===== config.mk =====
export PLATFORM = sky130hd
export DESIGN_NAME = sdram_burst_colgen
export DESIGN_NICKNAME = d
export VERILOG_FILES = /design/src/rtl/colgen_pkg.sv /design/src/rtl/colgen_mode_dec.sv /design/src/rtl/colgen_beat_ctr.sv /design/src/rtl/colgen_addr_map.sv /design/src/rtl/sdram_burst_colgen.sv
export SDC_FILE = /design/constraint.sdc
export NUM_CORES = 1
export LEC_CHECK = 0
export ABC_CLOCK_PERIOD_IN_PS = 2720
export CORE_MARGIN = 2
export CORE_UTILIZATION = 50
export CTS_CLUSTER_DIAMETER = 200
export CTS_CLUSTER_SIZE = 16
export DETAILED_ROUTE_END_ITERATION = 10
export PLACE_DENSITY = 0.77
export SYNTH_ARGS = -nofsm -noshare
export SYNTH_HDL_FRONTEND = slang
export SYNTH_SLANG_ARGS = --single-unit

===== constraint.sdc =====
create_clock -name clk -period 2.72 [get_ports clk]
set_input_delay 0.544 -clock clk [delete_from_list [all_inputs] [get_ports clk]]
set_output_delay 0.544 -clock clk [all_outputs]
set_load 0.01 [all_outputs]

===== src/rtl/colgen_pkg.sv =====
package colgen_pkg;

  typedef enum logic {
    ORD_SEQ = 1'b0,
    ORD_ILV = 1'b1
  } burst_order_e;

  typedef struct packed {
    logic         full;
    burst_order_e order;
    logic [1:0]   len_log2;
  } burst_cfg_t;

  localparam logic [6:0] MODE_RESET = 7'b010_0_000;

endpackage


===== src/rtl/colgen_mode_dec.sv =====
module colgen_mode_dec
  import colgen_pkg::*;
#(
  parameter int MODE_W = 12
) (
  input  logic              clk,
  input  logic              rst,
  input  logic              mode_load,
  input  logic [MODE_W-1:0] mode_word,
  output burst_cfg_t        cfg,
  output logic [1:0]        cas_clocks,
  output logic              mode_err
);

  logic [6:0] mreg_q;
  logic [2:0] cl_code;
  logic [2:0] len_code;
  logic       cl_bad;
  logic       len_bad;

  always_ff @(posedge clk) begin
    if (rst)            mreg_q <= MODE_RESET;
    else if (mode_load) mreg_q <= mode_word[6:0];
  end

  assign cl_code  = mreg_q[6:4];
  assign len_code = mreg_q[2:0];

  always_comb begin
    cas_clocks = 2'd0;
    cl_bad     = 1'b1;
    case (cl_code)
      3'b010: begin cas_clocks = 2'd2; cl_bad = 1'b0; end
      3'b011: begin cas_clocks = 2'd3; cl_bad = 1'b0; end
      default: ;
    endcase
  end

  always_comb begin
    cfg.order    = burst_order_e'(mreg_q[3]);
    cfg.full     = 1'b0;
    cfg.len_log2 = len_code[1:0];
    len_bad      = 1'b0;
    case (len_code)
      3'b000, 3'b001, 3'b010, 3'b011: ;
      3'b111: begin
        cfg.full     = 1'b1;
        cfg.len_log2 = 2'd0;
        len_bad      = mreg_q[3];
      end
      default: len_bad = 1'b1;
    endcase
  end

  assign mode_err = cl_bad | len_bad;

  p_cas_legal_r2: assert property (@(posedge clk) disable iff (rst)
    !mode_err |-> (cas_clocks == 2'd2 || cas_clocks == 2'd3));

  p_load_takes_r2: assert property (@(posedge clk) disable iff (rst)
    mode_load && mode_word[6:4] == 3'b011 |=> cas_clocks == 2'd3);

endmodule


===== src/rtl/colgen_beat_ctr.sv =====
module colgen_beat_ctr
  import colgen_pkg::*;
#(
  parameter int COL_W = 8
) (
  input  logic             clk,
  input  logic             rst,
  input  logic             cmd_start,
  input  logic             cfg_ok,
  input  burst_cfg_t       cfg,
  input  logic [COL_W-1:0] start_col,
  input  logic             burst_stop,
  output logic             active_q,
  output logic [COL_W-1:0] start_q,
  output logic [COL_W-1:0] beat_q,
  output logic [COL_W-1:0] mask_q,
  output logic             full_q,
  output logic             ilv_q,
  output logic             last
);

  logic             take;
  logic [COL_W-1:0] new_mask;

  assign take = cmd_start & cfg_ok;

  always_comb begin
    new_mask = '0;
    if (cfg.full) new_mask = '1;
    else          new_mask = COL_W'((1 << cfg.len_log2) - 1);
  end

  assign last = active_q & ~full_q & (beat_q == mask_q);

  always_ff @(posedge clk) begin
    if (rst) begin
      active_q <= 1'b0;
      start_q  <= '0;
      beat_q   <= '0;
      mask_q   <= '0;
      full_q   <= 1'b0;
      ilv_q    <= 1'b0;
    end else if (take) begin
      active_q <= 1'b1;
      start_q  <= start_col;
      beat_q   <= '0;
      mask_q   <= new_mask;
      full_q   <= cfg.full;
      ilv_q    <= (cfg.order == ORD_ILV);
    end else if (active_q) begin
      if (burst_stop || last) active_q <= 1'b0;
      else                    beat_q   <= beat_q + 1'b1;
    end
  end

  p_restart_beat0_r10: assert property (@(posedge clk) disable iff (rst)
    take |=> active_q && beat_q == '0);

  p_err_ignored_r11: assert property (@(posedge clk) disable iff (rst)
    cmd_start && !cfg_ok && !active_q |=> !active_q);

endmodule


===== src/rtl/colgen_addr_map.sv =====
module colgen_addr_map #(
  parameter int COL_W = 8
) (
  input  logic [COL_W-1:0] start_q,
  input  logic [COL_W-1:0] beat_q,
  input  logic [COL_W-1:0] mask_q,
  input  logic             ilv_q,
  output logic [COL_W-1:0] col
);

  logic [COL_W-1:0] seq_col;
  logic [COL_W-1:0] ilv_col;

  assign seq_col = start_q + beat_q;

  for (genvar b = 0; b < COL_W; b++) begin : g_bit
    assign ilv_col[b] = mask_q[b] ? (start_q[b] ^ beat_q[b]) : start_q[b];
  end

  assign col = ilv_q ? ilv_col : seq_col;

endmodule


===== src/rtl/sdram_burst_colgen.sv =====
module sdram_burst_colgen
  import colgen_pkg::*;
#(
  parameter int COL_W  = 8,
  parameter int MODE_W = 12
) (
  input  logic              clk,
  input  logic              rst,
  input  logic              mode_load,
  input  logic [MODE_W-1:0] mode_word,
  input  logic              cmd_start,
  input  logic [COL_W-1:0]  start_col,
  input  logic              burst_stop,
  output logic [COL_W-1:0]  col_out,
  output logic              col_valid,
  output logic              col_last,
  output logic [1:0]        cas_clocks,
  output logic              mode_err
);

  burst_cfg_t       cfg;
  logic             active_q;
  logic [COL_W-1:0] start_q;
  logic [COL_W-1:0] beat_q;
  logic [COL_W-1:0] mask_q;
  logic             full_q;
  logic             ilv_q;
  logic             last;

  colgen_mode_dec #(.MODE_W(MODE_W)) u_dec (
    .clk        (clk),
    .rst        (rst),
    .mode_load  (mode_load),
    .mode_word  (mode_word),
    .cfg        (cfg),
    .cas_clocks (cas_clocks),
    .mode_err   (mode_err)
  );

  colgen_beat_ctr #(.COL_W(COL_W)) u_ctr (
    .clk        (clk),
    .rst        (rst),
    .cmd_start  (cmd_start),
    .cfg_ok     (!mode_err),
    .cfg        (cfg),
    .start_col  (start_col),
    .burst_stop (burst_stop),
    .active_q   (active_q),
    .start_q    (start_q),
    .beat_q     (beat_q),
    .mask_q     (mask_q),
    .full_q     (full_q),
    .ilv_q      (ilv_q),
    .last       (last)
  );

  colgen_addr_map #(.COL_W(COL_W)) u_map (
    .start_q (start_q),
    .beat_q  (beat_q),
    .mask_q  (mask_q),
    .ilv_q   (ilv_q),
    .col     (col_out)
  );

  assign col_valid = active_q;
  assign col_last  = last;

  p_first_beat_r4: assert property (@(posedge clk) disable iff (rst)
    cmd_start && !mode_err |=> col_valid && col_out == $past(start_col));

  p_seq_step_r5: assert property (@(posedge clk) disable iff (rst)
    col_valid && !ilv_q && $past(col_valid) && !$past(cmd_start)
    |-> col_out == COL_W'($past(col_out) + 1'b1));

  p_last_ends_r7: assert property (@(posedge clk) disable iff (rst)
    col_last && !cmd_start |=> !col_valid);

  p_full_runs_r8: assert property (@(posedge clk) disable iff (rst)
    col_valid && full_q && !burst_stop |=> col_valid && !col_last);

  p_stop_r9: assert property (@(posedge clk) disable iff (rst)
    burst_stop && !cmd_start |=> !col_valid);

endmodule


==> flow_metrics.env, run 1 <==
export IMPL_cts_tree="yes"
export IMPL_status="finished clean"
export IMPL_grt_util_met1=0.243
export IMPL_ys_warnings_count=0
export IMPL_fp_dieH_um=62.1
export IMPL_fin_nets=272
export IMPL_worst_slack_ns=0.106
export IMPL_hold_violations=0
export IMPL_dpl_hpwl_um=2660
export IMPL_diodes=0
export IMPL_ys_seq_area_frac=0.344
export IMPL_clockPowerShare=0.375
export IMPL_fp_dieW_um=62.1
export IMPL_core_mm2=0.00328
export IMPL_relSlewSlack=0.679
export IMPL_drt_wl_total_um=3500
export IMPL_first_global_vias=1426
export IMPL_peakVddDrop_mv=0.263
export IMPL_cts_root_buf="clkbuf_4"
export IMPL_swShare=0.246
export IMPL_antenna_found_initial=0
export IMPL_n_fill_cell=282
export IMPL_cts_buffers=5
export IMPL_synth_cell_types=49
export IMPL_drive_above_1_share=0.192
export IMPL_portBuffers=32
export IMPL_p_switching_mw=0.245
export IMPL_gp_congestion=0.788
export IMPL_gr_usage_all_layers=0.194
export IMPL_power_frac_seq=0.459
export IMPL_ys_async_sr_fraction=0
export IMPL_skew_ns=0.00714
export IMPL_period_needed_ns=2.61
export IMPL_vias=1443
export IMPL_clk_latency_ns=0.32
export IMPL_pre_cts_slack_ns=0.00885
export IMPL_synth_edf_count=0
export IMPL_grt_start_max_net_pins=19
export IMPL_cp_max_fo=4
export IMPL_critPathArrivalTime_ns=2.07
export IMPL_fin_cells=285
export IMPL_whs_ns=0.481
export IMPL_synth_fp_nets=231
export IMPL_layout_commonest_cell="nand2_1"
export IMPL_cts_buffer_depth=2
export IMPL_powerDensity_mw_per_mm2=452
export IMPL_maxCapViolCount=0
export IMPL_syn_cell_area_mm2=0.00169
export IMPL_avgSynthCellArea_um2=8.57
export IMPL_grt_use_met2=0.322
export IMPL_pwr_share_comb=0.166
export IMPL_ioPinCount=38
export IMPL_vias_per_cell=5.06
export IMPL_final_setup_viol_count=0
export IMPL_syn_to_final_growth_pct=30.3
export IMPL_first_pass_iters=4
export IMPL_rsz0062_at_grt="false"
export IMPL_hp_class="reg -> reg"
export IMPL_synth_ff_latch_count=29
export IMPL_post_cts_setup_buffers=0
export IMPL_htreeDepth=2
export IMPL_dieArea_mm2=0.00386
export IMPL_most_common_layout_cells="nand2_1 (30), clkdlybuf4s50_1 (26), dfxtp_1 (26), nor2_1 (20), a21oi_1 (15)"
export IMPL_top_usage_layer="met2"
export IMPL_power_leakage_nw=0.906
export IMPL_grt_ovfl_total=0
export IMPL_synthFlopType="dfxtp_1"
export IMPL_grt_pass1_wl_um=6110
export IMPL_cp_end_kind="output port"
export IMPL_wire_per_inst_um=12.3
export IMPL_synth_cells=197
export IMPL_rows=21
export IMPL_period_share=0.961
export IMPL_ctsHoldBuffers=0
export IMPL_max_freq_mhz=383
export IMPL_drt_iter0_drc=91
export IMPL_initial_core_util=0.514
export IMPL_worstSetupPathType="reg -> out"
export IMPL_synth_top_area_cell="dfxtp_1"
export IMPL_synthTopCellsByArea="dfxtp_1 (34%), nand2_1 (6.7%), mux2i_1 (6.5%)"
export IMPL_clock_sinks=29
export IMPL_worst_pin_slew_ns=0.481
export IMPL_route_antenna_remaining_nets=0
export IMPL_synth_top_area_share=0.344
export IMPL_place_inst=277
export IMPL_required_ns=2.18
export IMPL_multi_input_area_mm2=0.00107
export IMPL_internal_power_mw=0.750
export IMPL_drc=0
export IMPL_use_met3=0.0580
export IMPL_seqCellArea_um2=584
export IMPL_slew_viol_final=0
export IMPL_clk_pin_slew_ns=0.10
export IMPL_critical_path_startpoint_type="flip-flop"
worst paths after layout:
path	from	endpoint	slack [ns]	depth (start not counted)
hold / removal	u_dec.mreg_q[3]	u_ctr.ilv_q	0.48	2
setup reg to reg	u_dec.mreg_q[1]	u_ctr.beat_q[5]	1.04	5
setup / recovery	u_ctr.start_q[1]	col_out[7]	0.11	7
hold reg to reg	u_dec.mreg_q[3]	u_ctr.ilv_q	0.48	2
kinds of logic after synthesis:
| kind of cell | Yosys count | share of synthesized area |
|---|---|---|
| AO/OA/AOI/OAI | 38 | 0.147 |
| XOR/XNOR | 13 | 0.0675 |
| adder cells (fa/ha/maj) | 9 | 0.0712 |
| buffers and inverters | 14 | 0.0437 |
| flip-flops | 29 | 0.344 |
| multiplexers | 16 | 0.0986 |
| AND/OR/NAND/NOR | 78 | 0.228 |
state kept, by name (all words and copies together) (netlist names):
register	cells
u_ctr.active_q	1
u_ctr.start_q	8
u_ctr.mask_q	3
u_ctr.ilv_q	1
u_dec.mreg_q	7
u_ctr.beat_q	8
u_ctr.full_q	1
power by group through the flow:
| stage | combinational [mW] | clock, mW | sequential [mW] |
|---|---|---|---|
| global route | 0.183 | 0.399 | 0.459 |
| floorplan | 0.0941 | 0 | 0.463 |
| finish | 0.165 | 0.373 | 0.457 |
| CTS | 0.167 | 0.381 | 0.457 |
| global placement | 0.168 | 0 | 0.466 |
| detailed placement | 0.170 | 0 | 0.466 |
critical path, stage by stage, from the launching register on:
cell      delay, ns
dfxtp_2        0.35
ha_1           0.30
a21o_1         0.18
o21ba_2        0.24
o21a_1         0.20
a211oi_2       0.18
xnor2_1        0.14
buf_2          0.15
cells in the mapped netlist, types with 2 or more instances:
| cell | instances |
|---|---|
| nand2_1 | 30 |
| and2_1 | 2 |
| nand3_1 | 5 |
| ha_1 | 8 |
| xnor2_1 | 5 |
| a21o_1 | 2 |
| inv_1 | 5 |
| mux2_2 | 5 |
| nor2_1 | 20 |
| buf_6 | 2 |
| o21ai_0 | 4 |
| nor3_1 | 2 |
| mux2i_1 | 11 |
| buf_2 | 2 |
| clkbuf_1 | 4 |
| dfxtp_1 | 29 |
| nand2b_1 | 2 |
| xor2_1 | 8 |
| a211oi_1 | 2 |
| a21oi_1 | 16 |
| nor2b_1 | 3 |
| o31ai_1 | 2 |
| nor3b_1 | 2 |
final cells by class:
class,instances,area share
Inverter,5,0.00853
Clock inverter,2,0.0171
Sequential cell,29,0.266
Tap cell,46,0.0262
Multi-Input combinational cell,154,0.485
Timing Repair Buffer,43,0.175
Clock buffer,6,0.0233
routing by layer:
layer,routed length (µm),part of all wire
met3,181,0.052
met4,8,0.0023
met5,0,0
met1,1710,0.49
met2,1600,0.46
what timing repair did:
item	in CTS	in global routing
setup endpoints to repair	6	4
pin swaps	2	1
resized for setup	12	15
through the flow:
step | power [mW] | TNS, ns | instance area (µm²) | utilization
after floorplan | 0.557 | 0 | 1690 | -
after global routing | 1.04 | 0 | 2200 | 0.670
after CTS | 1.00 | -0.110 | 2190 | 0.667
after detailed placement | 0.637 | 0 | 2090 | 0.637
final | 0.995 | 0 | 2200 | 0.670
after global placement | 0.633 | 0 | 2090 | 0.637
Note: power is estimated with default switching activity, not from simulation.
==> inputs of run 2 (changes only) <==
--- a/config.mk
+++ b/config.mk
@@ -6,12 +6,14 @@
 export NUM_CORES = 1
 export LEC_CHECK = 0
 export ABC_CLOCK_PERIOD_IN_PS = 2720
+export CAP_MARGIN = 20
 export CORE_MARGIN = 2
 export CORE_UTILIZATION = 50
 export CTS_CLUSTER_DIAMETER = 200
 export CTS_CLUSTER_SIZE = 16
 export DETAILED_ROUTE_END_ITERATION = 10
 export PLACE_DENSITY = 0.77
+export SKIP_CTS_REPAIR_TIMING = 1
 export SYNTH_ARGS = -nofsm -noshare
 export SYNTH_HDL_FRONTEND = slang
 export SYNTH_SLANG_ARGS = --single-unit
==> run 2 against run 1 <==
Clock power hardly changed; routed wire length up 1.1%; critical path type unchanged; largest power group unchanged; highest routed layer unchanged; sequential share of layout area down 0.24 points.
==> flow_metrics.env, run 2 (same netlist as run 1, synthesis figures left out) <==
export IMPL_place_area_mm2=0.00209
export IMPL_seqCellArea_um2=583
export IMPL_rows=21
export IMPL_wire_per_inst_um=12.4
export IMPL_drive_above_1_share=0.184
export IMPL_fin_nets=272
export IMPL_place_inst=277
export IMPL_first_global_vias=1415
export IMPL_clk_latency_ns=0.32
export IMPL_drc=0
export IMPL_gr_usage_all_layers=0.192
export IMPL_grt_start_max_net_pins=19
export IMPL_layout_commonest_cell="nand2_1"
export IMPL_design_area_mm2=0.00221
export IMPL_critPathSlowestCell="dfxtp_1"
export IMPL_grt_pass1_wl_um=6060
export IMPL_hold_depth=2
export IMPL_fp_dieH_um=62.1
export IMPL_route_antenna_remaining_nets=0
export IMPL_slew_viol_final=0
export IMPL_worst_pin_slew_ns=0.478
export IMPL_cts_buffer_depth=2
export IMPL_fp_dieW_um=62.1
export IMPL_reg2reg_to="u_ctr.beat_q[5]"
export IMPL_first_pass_iters=4
export IMPL_period_needed_ns=2.62
export IMPL_dieArea_mm2=0.00386
export IMPL_whs_ns=0.481
export IMPL_n_fill_cell=274
export IMPL_path_buf_inv=1
export IMPL_drt_wl_total_um=3530
export IMPL_critPathLaunch="u_ctr.start_q[1]"
export IMPL_clk_pin_slew_ns=0.10
export IMPL_syn_to_final_growth_pct=31.2
export IMPL_gp_congestion=0.788
export IMPL_cts_tree="yes"
export IMPL_vias_per_cell=5.15
export IMPL_crit_chain="ha_1, a21o_1, o21ba_1, o21a_1, a211oi_2, xnor2_1, buf_2"
export IMPL_peakVddDrop_mv=0.264
export IMPL_critPathArrivalTime_ns=2.08
export IMPL_ioPinCount=38
export IMPL_ff2ff_path_depth=5
export IMPL_required_ns=2.18
export IMPL_fin_cells=285
export IMPL_dpl_hpwl_um=2660
export IMPL_portBuffers=32
export IMPL_skew_ns=0.00708
export IMPL_relSlewSlack=0.680
export IMPL_grt_ovfl_total=0
export IMPL_clock_sinks=29
export IMPL_multi_input_area_mm2=0.00106
export IMPL_period_share=0.963
export IMPL_slowest_delay_ns=0.35
export IMPL_cp_max_fo=4
export IMPL_worstSetupPathType="reg -> out"
export IMPL_core_mm2=0.00328
export IMPL_hold_violations=0
export IMPL_regToRegSetupSlack_ns=1.04
export IMPL_hold_path_endpoint="u_ctr.ilv_q"
export IMPL_vias=1467
export IMPL_most_common_layout_cells="nand2_1 (30), dfxtp_1 (27), clkdlybuf4s50_1 (26), nor2_1 (20), a21oi_1 (15)"
export IMPL_total_power_mw=0.999
export IMPL_setup_tns_ns=0
export IMPL_diodes=0
export IMPL_largest_registers="u_ctr.beat_q (8), u_ctr.start_q (8), u_dec.mreg_q (7)"
export IMPL_r2r_start="u_dec.mreg_q[1]"
export IMPL_powerDensity_mw_per_mm2=451
export IMPL_critical_path_startpoint_type="flip-flop"
export IMPL_initial_core_util=0.514
export IMPL_power_leakage_nw=0.993
export IMPL_antenna_found_initial=0
export IMPL_final_setup_viol_count=0
export IMPL_cts_buffers=5
export IMPL_hp_class="reg -> reg"
export IMPL_htreeDepth=2
export IMPL_hold_start="u_dec.mreg_q[3]"
export IMPL_cp_end_kind="output port"
export IMPL_status="finished clean"
export IMPL_crit_family="compound AO/OA/AOI/OAI gates"
export IMPL_maxCapViolCount=0
export IMPL_rsz0062_at_grt="true"
export IMPL_max_freq_mhz=382
export IMPL_drt_iter0_drc=64
export IMPL_cts_root_buf="clkbuf_4"
==> run 2: worst max path at each step <==
stage	end	slack, ns	depth (start not counted)
floorplan	col_out[6]	0.52	8
global placement	col_out[6]	0.05	9
detailed placement	col_out[6]	0.009	9
CTS	col_out[6]	-0.36	9
global route	col_out[6]	-0.004	9
finish	col_out[7]	0.1	7
==> run 2: through the flow <==
step / util / worst slack (ns)
global route: 0.674 / -0.00438
global placement: 0.637 / 0.0455
floorplan: - / 0.525
detailed placement: 0.637 / 0.00885
CTS: 0.664 / -0.362
finish: 0.674 / 0.0996
==> run 2: worst register-to-register path, stage by stage (launching register included) <==
cell      delay, ns
dfxtp_1        0.44
nand3b_1       0.12
a21boi_2       0.18
nand2_1        0.31
nand2b_1       0.41
nor2_1         0.10
==> run 2: cell type report <==
cell class	instances	area share
Sequential cell	29	0.263
Tap cell	46	0.0260
Timing Repair Buffer	43	0.182
Multi-Input combinational cell	154	0.480
Clock inverter	2	0.0169
Inverter	5	0.00847
Clock buffer	6	0.0232
==> run 2: per-layer routing <==
layer	up-vias	global-route usage	wire (µm)
li1	767	-	-
met1	656	0.241	1710
met2	40	0.317	1600
met3	4	0.0580	201
met4	0	0.0639	23
met5	-	0	0
==> run 2: where the power goes <==
| group | switching, mW | internal, mW | total, mW |
|---|---|---|---|
| clock network | 0.155 | 0.218 | 0.374 |
| logic | 0.0760 | 0.0926 | 0.169 |
| registers | 0.0148 | 0.442 | 0.457 |
==> inputs of run 3 (changes only) <==
--- a/config.mk
+++ b/config.mk
@@ -5,7 +5,7 @@
 export SDC_FILE = /design/constraint.sdc
 export NUM_CORES = 1
 export LEC_CHECK = 0
-export ABC_CLOCK_PERIOD_IN_PS = 2720
+export ABC_CLOCK_PERIOD_IN_PS = 2900
 export CAP_MARGIN = 20
 export CORE_MARGIN = 2
 export CORE_UTILIZATION = 50
==> constraint.sdc (replaced) <==
create_clock -name clk -period 2.9 [get_ports clk]
set_input_delay 0.58 -clock clk [delete_from_list [all_inputs] [get_ports clk]]
set_output_delay 0.58 -clock clk [all_outputs]
set_load 0.01 [all_outputs]
==> run 3 against run 2 <==
Critical path depth is 2 higher; combinational power is 8% lower; via count is 1.1% higher; clock power is 14% lower; largest cell class unchanged.
==> flow_metrics.env, run 3 (same netlist as run 1, synthesis figures left out) <==
export IMPL_largest_registers="u_ctr.beat_q (8), u_ctr.start_q (8), u_dec.mreg_q (7)"
export IMPL_initial_core_util=0.514
export IMPL_pre_cts_slack_ns=0.105
export IMPL_rows=21
export IMPL_most_common_layout_cells="nand2_1 (30), clkdlybuf4s50_1 (26), dfxtp_1 (25), nor2_1 (20), a21oi_1 (16)"
export IMPL_layout_commonest_cell="nand2_1"
export IMPL_cp_end_kind="output port"
export IMPL_slowest_delay_ns=0.35
export IMPL_crit_chain="ha_1, inv_1, fa_2, nor2b_1, o21ai_1, a21boi_2, nand4bb_1, nand3_1, dlymetal6s2s_1"
export IMPL_hp_class="reg -> reg"
export IMPL_skew_ns=0.00441
export IMPL_place_area_mm2=0.00205
export IMPL_critPathArrivalTime_ns=2.14
export IMPL_ioPinCount=38
export IMPL_drive_above_1_share=0.155
export IMPL_period_share=0.937
export IMPL_syn_to_final_growth_pct=27.6
export IMPL_grt_start_max_net_pins=15
export IMPL_grt_pass1_wl_um=6280
export IMPL_critPathSlowestCell="dfxtp_2"
export IMPL_final_setup_viol_count=0
export IMPL_core_mm2=0.00328
export IMPL_vias_per_cell=5.33
export IMPL_status="finished clean"
export IMPL_total_power_mw=0.905
export IMPL_powerDensity_mw_per_mm2=420
export IMPL_fp_dieW_um=62.1
export IMPL_regToRegSetupSlack_ns=1.24
export IMPL_portBuffers=32
export IMPL_fp_dieH_um=62.1
export IMPL_drt_iter0_drc=74
export IMPL_rsz0062_at_grt="false"
export IMPL_slew_viol_final=0
export IMPL_gp_congestion=0.791
export IMPL_vias=1483
export IMPL_cts_root_buf="clkbuf_4"
export IMPL_clk_latency_ns=0.34
export IMPL_relSlewSlack=0.674
export IMPL_cts_buffer_depth=2
export IMPL_clock_sinks=29
export IMPL_diodes=0
export IMPL_hold_violations=0
export IMPL_first_global_vias=1450
export IMPL_cp_max_fo=3
export IMPL_maxCapViolCount=0
export IMPL_ff2ff_path_depth=5
export IMPL_dieArea_mm2=0.00386
export IMPL_first_pass_iters=4
export IMPL_cts_buffers=5
export IMPL_dpl_hpwl_um=2680
export IMPL_drc=0
export IMPL_fin_nets=266
export IMPL_whs_ns=0.467
export IMPL_required_ns=2.32
export IMPL_antenna_found_initial=0
export IMPL_wire_per_inst_um=13.0
export IMPL_period_needed_ns=2.72
export IMPL_cts_tree="yes"
export IMPL_setup_tns_ns=0
export IMPL_gr_usage_all_layers=0.204
export IMPL_max_freq_mhz=368
export IMPL_htreeDepth=2
export IMPL_drt_wl_total_um=3610
export IMPL_hold_depth=2
export IMPL_clk_pin_slew_ns=0.09
export IMPL_route_antenna_remaining_nets=0
export IMPL_critical_path_startpoint_type="flip-flop"
export IMPL_grt_ovfl_total=0
export IMPL_design_area_mm2=0.00215
export IMPL_power_leakage_nw=0.956
export IMPL_peakVddDrop_mv=0.230
export IMPL_worst_slack_ns=0.184
export IMPL_worst_pin_slew_ns=0.488
export IMPL_worstSetupPathType="reg -> out"
-- run 3: cell count changes in the layout (fill, tap and decap cells not counted), sizes merged --
cell,previous run,this run
buf,13,5
clkinvlp,1,0
clkinv,0,1
dlymetal6s2s,4,5
-- run 3: power breakdown --
| part | total, mW | internal [mW] | switching [mW] | leakage [nW] |
|---|---|---|---|---|
| registers | 0.429 | 0.414 | 0.0146 | 0.238 |
| logic | 0.155 | 0.0845 | 0.0701 | 0.677 |
| clock network | 0.321 | 0.175 | 0.146 | 0.0410 |
| total | 0.905 | 0.674 | 0.230 | 0.956 |
-- run 3: worst paths after layout --
check	from	to
min	u_ctr.start_q[0]	u_ctr.start_q[0]
min reg2reg	u_ctr.start_q[0]	u_ctr.start_q[0]
max reg2reg	u_dec.mreg_q[1]	u_ctr.beat_q[7]
max	u_ctr.beat_q[0]	col_out[6]
-- run 3: worst max-delay path, delay by kind of cell (launching register included) --
kind	cells	cell delay (ns)
buffers and inverters	2	0.25
AO/OA/AOI/OAI	2	0.31
flip-flops	1	0.35
AND/OR/NAND/NOR	3	0.36
adder cells (fa/ha/maj)	2	0.52
-- run 3: area by class of cell --
type,count,area [µm²]
clock buffers,5,37.5
clock inverters,2,35.0
fillers,284,1130
inverters,5,18.8
multi-input cells,154,1050
flip-flops and latches,29,586
well taps,46,57.6
repair buffers,37,365
-- run 3: stage by stage --
| step | cells | utilization |
|---|---|---|
| 6_report | 278 | 0.656 |
| 5_1_grt | 278 | 0.656 |
| 4_1_cts | 278 | 0.646 |
| 3_5_place_dp | 271 | 0.624 |
| 3_3_place_gp | 271 | 0.624 |
| 2_1_floorplan | 197 | - |
-- run 3: routing by layer --
layer	global-route usage	share of wire	vias up
li1	-	-	755
met1	0.249	0.45	677
met2	0.332	0.47	42
met3	0.0543	0.053	9
met4	0.106	0.025	0
met5	0	0	-
